<file path="config.mk">
export PLATFORM = sky130hd
export DESIGN_NAME = fcd_cmd_aligner
export DESIGN_NICKNAME = d
export VERILOG_FILES = /design/src/rtl/fcd_pkg.sv /design/src/rtl/fcd_field_split.sv /design/src/rtl/fcd_delay_lane.sv /design/src/rtl/fcd_bx_tracker.sv /design/src/rtl/fcd_cmd_aligner.sv
export SDC_FILE = /design/constraint.sdc
export NUM_CORES = 2
export LEC_CHECK = 0
export BUFFER_PORTS_ARGS = -buffer_cell sky130_fd_sc_hd__buf_2
export CAP_MARGIN = 20
export CORE_UTILIZATION = 25
export CTS_CLUSTER_DIAMETER = 60
export CTS_CLUSTER_SIZE = 12
export DETAILED_ROUTE_END_ITERATION = 12
export PLACE_DENSITY = 0.48
export SYNTH_ARGS = -nofsm -noshare
export SYNTH_HDL_FRONTEND = slang
export SYNTH_SLANG_ARGS = --single-unit
</file>
<file path="constraint.sdc">
create_clock -name clk -period 7.03 [get_ports clk]
set_clock_uncertainty 0.15 [all_clocks]
set_input_delay 0.703 -clock clk [delete_from_list [all_inputs] [get_ports clk]]
set_output_delay 0.703 -clock clk [all_outputs]
set_load 0.03 [all_outputs]
</file>
<file path="src/rtl/fcd_pkg.sv">
// Shared constants for the fast-command decoder.
// Assumes a 12-bit command field below the crossing number in each word.
package fcd_pkg;

    // Command field width and bit positions inside the low part of a word
    localparam int CMD_BITS   = 12;
    localparam int POS_SYNCH  = 11;
    localparam int POS_NZS    = 10;
    localparam int POS_HDR    = 9;
    localparam int POS_BXRST  = 8;
    localparam int POS_FERST  = 7;
    localparam int POS_CAL_LO = 3;
    localparam int CAL_W      = 4;
    localparam int POS_VETO   = 2;
    localparam int POS_SNAP   = 1;
    localparam int POS_RSVD   = 0;

    // Delay lanes, one per command (header-only and veto share one)
    localparam int L_SYNCH = 0;
    localparam int L_NZS   = 1;
    localparam int L_SUPP  = 2;
    localparam int L_BXRST = 3;
    localparam int L_FERST = 4;
    localparam int L_CALIB = 5;
    localparam int L_SNAP  = 6;
    localparam int NLANE   = 7;

    // Widest lane payload
    localparam int LANE_DMAX = CAL_W;

    // Payload width carried by a lane
    function automatic int lane_width(input int lane);
        return (lane == L_CALIB) ? CAL_W : 1;
    endfunction

endpackage

</file>
<file path="src/rtl/fcd_field_split.sv">
// Splits a fast-command word into its crossing number and per-lane payloads.
// Purely combinational. Header-only and veto are merged here into one lane.
// The reserved bit is deliberately dropped.
module fcd_field_split
    import fcd_pkg::*;
#(
    parameter int BX_W = 12,
    localparam int WORD_W = BX_W + CMD_BITS
) (
    input  logic [WORD_W-1:0]                   cmd_word,
    output logic [BX_W-1:0]                     bx_id,
    output logic [NLANE-1:0][LANE_DMAX-1:0]     lane_data
);

    logic unused_rsvd;

    assign bx_id       = cmd_word[WORD_W-1 -: BX_W];
    assign unused_rsvd = cmd_word[POS_RSVD];

    // Route each command field onto its lane payload
    always_comb begin
        lane_data             = '0;
        lane_data[L_SYNCH][0] = cmd_word[POS_SYNCH];
        lane_data[L_NZS][0]   = cmd_word[POS_NZS];
        lane_data[L_SUPP][0]  = cmd_word[POS_HDR] | cmd_word[POS_VETO];
        lane_data[L_BXRST][0] = cmd_word[POS_BXRST];
        lane_data[L_FERST][0] = cmd_word[POS_FERST];
        lane_data[L_CALIB]    = cmd_word[POS_CAL_LO +: CAL_W];
        lane_data[L_SNAP][0]  = cmd_word[POS_SNAP];
    end

endmodule

</file>
<file path="src/rtl/fcd_delay_lane.sv">
// Programmable delay line for one command lane, 0 .. 2**DLY_W-1 cycles.
// Words are scheduled on entry: a word is written into the slot that the
// read pointer will reach after 'delay' edges. A later delay change
// therefore never moves a word already in flight. Colliding words are
// merged: payload ORed, newest tag kept. Delay 0 bypasses the ring into the
// output register. Assumes one word enters every cycle.
module fcd_delay_lane #(
    parameter int DATA_W = 1,
    parameter int TAG_W  = 12,
    parameter int DLY_W  = 5,
    localparam int DEPTH = 1 << DLY_W
) (
    input  logic              clk,
    input  logic              rst_n,
    input  logic [DLY_W-1:0]  delay,
    input  logic [DATA_W-1:0] in_data,
    input  logic [TAG_W-1:0]  in_tag,
    output logic              out_vld,
    output logic [DATA_W-1:0] out_data,
    output logic [TAG_W-1:0]  out_tag
);

    logic [DLY_W-1:0]  rd_ptr;
    logic [DLY_W-1:0]  wr_idx;
    logic [DEPTH-1:0]  slot_vld;
    logic [DATA_W-1:0] slot_data [DEPTH];
    logic [TAG_W-1:0]  slot_tag  [DEPTH];
    logic              bypass;
    logic              nxt_vld;
    logic [DATA_W-1:0] nxt_data;
    logic [TAG_W-1:0]  nxt_tag;
    logic [DATA_W-1:0] wr_data;

    assign wr_idx = rd_ptr + delay;
    assign bypass = (delay == '0);

    // Select what leaves the line on this edge, merging a zero-delay word
    always_comb begin
        nxt_vld  = slot_vld[rd_ptr];
        nxt_data = slot_vld[rd_ptr] ? slot_data[rd_ptr] : '0;
        nxt_tag  = slot_tag[rd_ptr];
        if (bypass) begin
            nxt_vld  = 1'b1;
            nxt_data = nxt_data | in_data;
            nxt_tag  = in_tag;
        end
    end

    // Merge the incoming payload with a word already due in the same slot
    always_comb begin
        wr_data = slot_vld[wr_idx] ? (slot_data[wr_idx] | in_data) : in_data;
    end

    // Control state: read pointer, slot occupancy and output register
    always_ff @(posedge clk) begin
        if (!rst_n) begin
            rd_ptr   <= '0;
            slot_vld <= '0;
            out_vld  <= 1'b0;
            out_data <= '0;
            out_tag  <= '0;
        end else begin
            rd_ptr           <= rd_ptr + DLY_W'(1);
            slot_vld[rd_ptr] <= 1'b0;
            if (!bypass) begin
                slot_vld[wr_idx] <= 1'b1;
            end
            out_vld  <= nxt_vld;
            out_data <= nxt_vld ? nxt_data : '0;
            out_tag  <= nxt_vld ? nxt_tag : '0;
        end
    end

    // Payload storage, written only at the scheduled slot
    always_ff @(posedge clk) begin
        if (!bypass) begin
            slot_data[wr_idx] <= wr_data;
            slot_tag[wr_idx]  <= in_tag;
        end
    end

endmodule

</file>
<file path="src/rtl/fcd_bx_tracker.sv">
// Local crossing counter and consistency monitor.
// Counts every cycle. The delayed counter-reset strobe marks crossing 0, so
// the count restarts at 1 on the next cycle. After the first such reset,
// every presented word whose tag disagrees with the count sets a sticky
// flag. The reset cycle itself is not compared.
module fcd_bx_tracker #(
    parameter int BX_W = 12
) (
    input  logic            clk,
    input  logic            rst_n,
    input  logic            ref_vld,
    input  logic            ref_reset,
    input  logic [BX_W-1:0] ref_tag,
    output logic [BX_W-1:0] bx_local,
    output logic            mismatch
);

    logic [BX_W-1:0] cnt_q;
    logic            armed_q;
    logic            mism_q;

    // Counter, arming and sticky mismatch update
    always_ff @(posedge clk) begin
        if (!rst_n) begin
            cnt_q   <= '0;
            armed_q <= 1'b0;
            mism_q  <= 1'b0;
        end else begin
            if (ref_reset) begin
                cnt_q   <= BX_W'(1);
                armed_q <= 1'b1;
            end else begin
                cnt_q <= cnt_q + BX_W'(1);
            end
            if (armed_q && ref_vld && !ref_reset && (ref_tag != cnt_q)) begin
                mism_q <= 1'b1;
            end
        end
    end

    assign bx_local = ref_reset ? '0 : cnt_q;
    assign mismatch = mism_q;

endmodule

</file>
<file path="src/rtl/fcd_cmd_aligner.sv">
// Top of the fast-command decoder: splits each word, delays every command
// lane by its own programmable amount with the crossing number riding
// along, and tracks a local crossing counter against the reset lane.
// Assumes one command word per clock and a delay configuration held by an
// outside register bank.
module fcd_cmd_aligner
    import fcd_pkg::*;
#(
    parameter int BX_W  = 12,
    parameter int DLY_W = 5
) (
    input  logic                     clk,
    input  logic                     rst_n,
    input  logic [BX_W+CMD_BITS-1:0] cmd_word,
    input  logic [NLANE*DLY_W-1:0]   cfg_delay,
    output logic                     o_synch,
    output logic                     o_nzs,
    output logic                     o_suppress,
    output logic                     o_bxrst,
    output logic                     o_fereset,
    output logic [CAL_W-1:0]         o_calib,
    output logic                     o_snapshot,
    output logic [NLANE*BX_W-1:0]    o_tag,
    output logic [NLANE-1:0]         o_tag_vld,
    output logic [BX_W-1:0]          o_bx_local,
    output logic                     o_mismatch
);

    logic [BX_W-1:0]                 bx_id;
    logic [NLANE-1:0][LANE_DMAX-1:0] lane_in;
    logic [NLANE-1:0][LANE_DMAX-1:0] lane_out;
    logic [NLANE-1:0][BX_W-1:0]      lane_tag;
    logic [NLANE-1:0]                lane_vld;
    logic                            unused_pad;

    fcd_field_split #(.BX_W(BX_W)) u_split (
        .cmd_word  (cmd_word),
        .bx_id     (bx_id),
        .lane_data (lane_in)
    );

    for (genvar gi = 0; gi < NLANE; gi++) begin : g_lane
        localparam int LW = lane_width(gi);
        logic [LW-1:0] ld;

        fcd_delay_lane #(
            .DATA_W (LW),
            .TAG_W  (BX_W),
            .DLY_W  (DLY_W)
        ) u_lane (
            .clk      (clk),
            .rst_n    (rst_n),
            .delay    (cfg_delay[gi*DLY_W +: DLY_W]),
            .in_data  (lane_in[gi][LW-1:0]),
            .in_tag   (bx_id),
            .out_vld  (lane_vld[gi]),
            .out_data (ld),
            .out_tag  (lane_tag[gi])
        );

        assign lane_out[gi] = LANE_DMAX'(ld);
    end

    assign o_synch    = lane_vld[L_SYNCH] & lane_out[L_SYNCH][0];
    assign o_nzs      = lane_vld[L_NZS]   & lane_out[L_NZS][0];
    assign o_suppress = lane_vld[L_SUPP]  & lane_out[L_SUPP][0];
    assign o_bxrst    = lane_vld[L_BXRST] & lane_out[L_BXRST][0];
    assign o_fereset  = lane_vld[L_FERST] & lane_out[L_FERST][0];
    assign o_snapshot = lane_vld[L_SNAP]  & lane_out[L_SNAP][0];
    assign o_calib    = lane_vld[L_CALIB] ? lane_out[L_CALIB][CAL_W-1:0] : '0;
    assign o_tag      = lane_tag;
    assign o_tag_vld  = lane_vld;
    assign unused_pad = ^{lane_in, lane_out};

    fcd_bx_tracker #(.BX_W(BX_W)) u_track (
        .clk       (clk),
        .rst_n     (rst_n),
        .ref_vld   (lane_vld[L_BXRST]),
        .ref_reset (o_bxrst),
        .ref_tag   (lane_tag[L_BXRST]),
        .bx_local  (o_bx_local),
        .mismatch  (o_mismatch)
    );

endmodule

</file>
-- Word-level counts from Yosys, hierarchy flattened
Memory sizes are Yosys's and may differ from the RTL's. A register that Yosys moved wholly into a read port is not among the register bits.
Cells that the tools add are included.
- $add $sub $neg: 15
- multiply operators: 0
- div/mod/pow operators: 0
- order comparisons: 28
- equality and inequality tests: 1
- shift-type cells: 0
- mux-type cells: 122
- bitwise operators: 43
- reductions and logical operators: 33
- operator list (cell ; number):
    $and 32x32->32 ; 7
    $mux 32 ; 7
    $not 32->32 ; 7
    $or 32x32->32 ; 7
    $mux 12 ; 8
    $lt 5x6->1 const B ; 14
    $bmux 1 s5 ; 14
    $demux 1 s5 ; 14
    $ge 5x1->1 const B ; 14
    $mux 5 ; 14
    $mux 1 ; 61
    $add 5x1->5 const B ; 7
    $add 5x5->5 ; 7
    $logic_not 5->1 ; 7
    $logic_and 1x1->1 ; 17
    $mux 4 ; 4
    $reduce_and 2->1 ; 7
    $or 1x1->1 ; 13
    $add 12x1->12 const B ; 1
    $ne 12x12->1 ; 1
    $or 4x4->4 ; 2
    $and 1x1->1 ; 6
    $reduce_or 2->1 ; 1
    $logic_not 1->1 ; 1
    $not 1->1 ; 1
- flip-flop bits (word level): 374
- bits in latches: 0
- memory bits (writable): 3008
- ROM bits: 0
- input bits: 61
- output and inout port bits: 114
- logic and storage cells: 295
- memories: 14
- memories (name ; depth ; bits a word ; read ports ; clocked after memory_dff ; wr ports ; RTL line ; text):
    g_lane[0].u_lane.slot_tag ; 32 ; 12 ; 1 ; 1 ; 1 ; fcd_delay_lane.sv:27 ; logic [TAG_W-1:0] slot_tag [DEPTH];
    g_lane[1].u_lane.slot_tag ; 32 ; 12 ; 1 ; 1 ; 1 ; fcd_delay_lane.sv:27 ;
    g_lane[2].u_lane.slot_tag ; 32 ; 12 ; 1 ; 1 ; 1 ; fcd_delay_lane.sv:27 ;
    g_lane[3].u_lane.slot_tag ; 32 ; 12 ; 1 ; 1 ; 1 ; fcd_delay_lane.sv:27 ;
    g_lane[4].u_lane.slot_tag ; 32 ; 12 ; 1 ; 1 ; 1 ; fcd_delay_lane.sv:27 ;
    g_lane[5].u_lane.slot_tag ; 32 ; 12 ; 1 ; 1 ; 1 ; fcd_delay_lane.sv:27 ;
    8 more memories ; - ; - ; - ; - ; - ; - ;

-- Longest topological paths before layout
- word-level depth: 8
- depth in mapped cells: 13
- mapped depth without buffers: 9

-- Modules after synthesis
From an unflattened synthesis, not the netlist that was laid out.
- cell total of the unflattened synthesis: 8367
- area, all modules: 139271.1 sq um
- modules (own cells, without submodules) (module ; instances ; cells each ; area an instance (sq um) ; seq. area each (sq um)):
    fcd_delay_lane at g_lane[1].u_lane ... ; 4 ; 1166 ; 19130.8 ; 13513.0
    fcd_delay_lane at g_lane[5].u_lane ; 1 ; 1231 ; 23437.5 ; 16455.8
    fcd_delay_lane at g_lane[6].u_lane ; 1 ; 1158 ; 19193.4 ; 13513.0
    fcd_delay_lane at g_lane[0].u_lane ; 1 ; 1170 ; 18953.2 ; 13513.0
    fcd_bx_tracker ; 1 ; 93 ; 798.3 ; 280.3
    fcd_field_split ; 1 ; 41 ; 302.8 ; 0.0
    fcd_cmd_aligner ; 1 ; 10 ; 62.6 ; 0.0

-- Worst setup path before layout
OpenSTA, ideal clock, no wires.
- path kind: flip-flop to flip-flop
- from: reg g_lane[5].u_lane.rd_ptr[1]
- to: mem g_lane[5].u_lane.slot_data[0][0] in the netlist's numbering (data pin)
- library setup time: 0.467 ns
- arrival: 4.504 ns
- required time: 6.413 ns
- setup slack: 1.909 ns
- cell stages (with the launch flop): 13
- path buffers: 6
- period minus slack after synthesis: 5.121 ns
- path through: dfxtp_1 > buf_2 > buf_2 > buf_2 > buf_2 > inv_1 > fa_1 > clkbuf_1 > clkbuf_1 > mux4_2 > nand2_1 > a32o_1 > o31ai_1
- cells in the longest elaborated chain, start to end: 4
- elaborated cells between the ends (all ways): 6
- classes of those cells: 1 x add/sub; 3 x mux; 1 x bitwise; 1 x memory
- ends and longest elaborated chain (element ; RTL line ; text):
    from (decl) ; fcd_delay_lane.sv:23 ; logic [DLY_W-1:0] rd_ptr;
    from (signal assigned) ; fcd_delay_lane.sv:63 ; rd_ptr <= rd_ptr + DLY_W'(1);
    $add 5x5->5 (*) ; fcd_delay_lane.sv:34 ; assign wr_idx = rd_ptr + delay;
    $mem_v2 32x4 or $bmux 1 s5 (tied branches) ; - ;
    $or 4x4->4 or $mux 1 (tied branches) ; fcd_delay_lane.sv:51 ; wr_data = slot_vld[wr_idx] ? (slot_data[wr_idx] | in_data) : in_data;
    $mux 4 (*) ; fcd_delay_lane.sv:51 ;
    via g_lane[5].u_lane.wr_data[0] ; fcd_delay_lane.sv:32 ; logic [DATA_W-1:0] wr_data;
    to (decl) ; fcd_delay_lane.sv:26 ; logic [DATA_W-1:0] slot_data [DEPTH];
The timed path passes the listed nets; every way through them passes the cells marked *. The select of a mux whose other input is x is not followed.

-- Worst setup path in the final report
- from: reg g_lane[5].u_lane.rd_ptr[1]
- to: mem g_lane[5].u_lane.slot_data[14][1] in the netlist's numbering (data pin)
Same word-level chain as after synthesis.

==> results.json <==
{
  "drcViolationCount": 0,
  "viasPerCell": 4.716,
  "clkPwrFrac_pct": 38.8,
  "synthMostInstantiatedCell": "edfxtp_1",
  "detail_route.iter0.violations": 6696,
  "tritoncts": "yes",
  "worstSkewPairLatency_ns": 0.97,
  "switching_share_pct": 24.36,
  "setup_tns_ns": 0,
  "post-synth-top-area-fraction_pct": 65.94,
  "critical_path_peak_fanout": 43,
  "post-route-util_pct": 29.01,
  "postSynthNetCount": 7618,
  "path_class": "reg -> reg",
  "post_synthesis_sequential_area_ratio_pct": 71.41,
  "ff2ff_setup_slack_ns": 2.09,
  "ff2ff_path_depth": 8,
  "buffer_ports.inserted": 173,
  "holdPathStages": 1,
  "synthTopCellsByCount": "3008 x edfxtp_1, 856 x mux4_2, 477 x nand2_1",
  "grt_overflow": 0,
  "max-vdd-ir-drop_uv": 210.9,
  "grt_start_max_net_pins": 116,
  "syn_std_cell_area_um2": 137000,
  "worst_slew_margin_pct": 10.98,
  "combPwrFrac_pct": 9.5,
  "postCtsHoldBufs": 15,
  "min_period_ns": 4.936,
  "number_of_instances_in_the_synthesized_netlist": 7493,
  "critPathLaunchType": "flop",
  "die-area_um2": 550900,
  "maxCapViolations": 0,
  "final_report_max_slew_violation_count": 0,
  "number_of_primary_i_o_pins": 175,
  "cell_internal_power_mw": 33.67,
  "routedWlPerCell_um": 24.79,
  "total_of_warnings_raised_by_yosys": 0,
  "antenna_violations_before_repair": 26,
  "power_leakage_nw": 48.84,
  "grt_first_pass_wirelength_mm": 549.0,
  "cts.clk_slew.worst_paths_ns": 0.06,
  "post_synth.cell_area_avg_um2": 18.28,
  "finalWeightedCongestion": 0.8638,
  "postCtsSetupBuffers": 0,
  "worst_hold_path_type": "in -> reg",
  "fp.dieW_um": 742.2,
  "worstHoldEndpoint": "g_lane[6].u_lane.slot_tag[25][11]",
  "number_of_global_route_vias_before_repair": 75305,
  "grt_setup_unrepaired": "false",
  "postRouteWirelength_mm": 380.8,
  "synth.largest_area_cell": "edfxtp_1",
  "holdCritStartpoint": "cmd_word[23]",
  "power.switching_mw": 10.84,
  "worst_ep_required_time_ns": 7.56,
  "synth_enable_flop_cells": 3008,
  "detailroute.via_count": 72456,
  "synth_cell_type_count": 78,
  "area_delta_synth_final_pct": 15.47,
  "coreArea_um2": 545200,
  "clockRootBuffer": "clkbuf_16",
  "timing.rr.end": "g_lane[5].u_lane.slot_data[14][1]",
  "dp.cells": 14708,
  "detailedRoute.firstPassIterationCount": 6,
  "worstMarginPinSlew_ns": 1.327,
  "seq_power_share_pct": 51.7,
  "synthArstFlopShare_pct": 0,
  "place.detailed.hpwl_mm": 228.9,
  "final_layout_size_suffix_gt1_share_pct": 23.92,
  "die_outline_height_um": 742.2,
  "final_setup_violations": 0,
  "synth_area_leaders": "edfxtp_1 66%, mux4_2 14%, dfxtp_1 5.5%, mux2i_1 1.4%, nand2_1 1.3%",
  "cp.arrival_ns": 5.47,
  "finalNetCount": 7977,
  "track_usage_pct": 13.43,
  "tritoncts_num_sinks": 3382,
  "synth_seq_cells": 3382,
  "tritoncts.num_buffers": 342,
  "top_flip_flop_cell_by_instance_count_after_synthesis": "edfxtp_1",
  "power_density_nw_per_um2": 281.4,
  "hold_viol_final": 0,
  "clock_tree.htree_level_count": 5,
  "fin_crit_sh_pct": 70.21,
  "instances_no_fill": 15363,
  "outcome": "finished clean",
  "cts_repair_resize_count": 0,
  "antenna_violating_nets_post_route": 0,
  "r2r_start": "g_lane[5].u_lane.rd_ptr[1]",
  "achievable-frequency_mhz": 202.6,
  "critical_path.endpoint_type": "flop",
  "clockBufferDepth": 4,
  "finalHoldWorstSlack_ns": 0.07446,
  "initial_standard_cell_utilization_of_the_core_pct": 25.12,
  "rows": 271
}
## flip-flops by register name, indices dropped and copies added, names as in the netlist
name	cells
g_lane.u_lane.out_data	10
u_track.mismatch	1
g_lane.u_lane.slot_data	320
u_track.cnt_q	12
g_lane.u_lane.slot_tag	2688
g_lane.u_lane.rd_ptr	35
g_lane.u_lane.out_vld	7
g_lane.u_lane.out_tag	84
u_track.armed_q	1
g_lane.u_lane.slot_vld	224
## worst max-delay path, cell delays in order, from the launching register on
cell and delay, ns:
dfxtp_4 0.79, inv_1 0.24, fa_2 1.06, buf_4 0.51
mux4_2 0.39, mux2_2 0.28, o22ai_1 0.66, o31ai_4 0.28
buf_8 0.24
## stage by stage
stage / total power [mW] / instance area, µm² / setup WS [ns]
floorplan: 25.87 / 137000 / 1.909
global placement: 27.57 / 147300 / 1.934
detailed placement: 27.67 / 147400 / 1.869
CTS: 45.05 / 157800 / 1.839
finish: 44.51 / 158200 / 2.094
global route: 46.03 / 158100 / 1.925
## final cells by class
type | count | area [µm²]
Fill cell | 53729 | 387100
Sequential cell | 3382 | 97870
Multi-Input combinational cell | 3550 | 36850
Clock buffer | 534 | 9472
Tap cell | 7234 | 9051
Timing Repair Buffer | 477 | 3715
Clock inverter | 68 | 787.0
Inverter | 99 | 371.6
Antenna cell | 19 | 47.55
## power by group through the flow
stage	combinational, mW	clock (mW)	sequential, mW
floorplan	2.61	0	23.3
global placement	4.18	0	23.4
detailed placement	4.24	0	23.4
CTS	4.26	17.8	23.0
global route	4.51	18.5	23.1
finish	4.23	17.3	23.0
## cells in the final DEF, fill, tap and decap left out, types with 105 or more instances in the layout
master / synthesis / routed
buf_4: 60 / 255
a22oi_1: 218 / 218
edfxtp_1: 3008 / 3008
clkbuf_16: 0 / 348
mux4_2: 856 / 856
nor2b_1: 150 / 149
clkbuf_1: 213 / 178
nand3_1: 133 / 133
dfxtp_1: 374 / 355
nand2_1: 477 / 477
nor2_1: 353 / 280
nor3_1: 121 / 105
buf_2: 101 / 160
o21ai_0: 161 / 161
mux2i_1: 194 / 194
## cells by family (layout without fill, tap and decap cells)
logic type      count (synthesis)  count (layout)  synth area share [%]
buf+inv                       561            1178                 2.019
mux                          1074            1074                 15.80
xor+xnor                       83              83                0.5499
compound gates                905             905                 4.821
flops                        3382            3382                 71.41
simple gates                 1424            1424                 4.777
other cells                     0              19                     0
fa+ha+maj                      64              64                0.6230
## metal layers
layer	vias to the layer above	track usage, %	share of wire (%)
li1	30969	-	-
met1	38696	18.30	44
met2	2254	21.91	47
met3	525	2.459	6.2
met4	12	3.806	2.9
met5	-	0	0.022
## how the worst max path moves through the flow
stage / from / end / slack [ns] / cells after the start
detailed placement: g_lane[5].u_lane.rd_ptr[1] / g_lane[5].u_lane.slot_data[6][1] / 1.87 / 7
CTS: g_lane[5].u_lane.rd_ptr[1] / g_lane[5].u_lane.slot_data[6][1] / 1.84 / 7
floorplan: g_lane[5].u_lane.rd_ptr[1] / g_lane[5].u_lane.slot_data[0][0] / 1.91 / 12
global route: g_lane[5].u_lane.rd_ptr[1] / g_lane[5].u_lane.slot_data[12][1] / 1.93 / 8
finish: g_lane[5].u_lane.rd_ptr[1] / g_lane[5].u_lane.slot_data[14][1] / 2.09 / 8
global placement: g_lane[5].u_lane.rd_ptr[1] / g_lane[5].u_lane.slot_tag[21][4] / 1.93 / 6
Power figures use the tool's default switching activity.
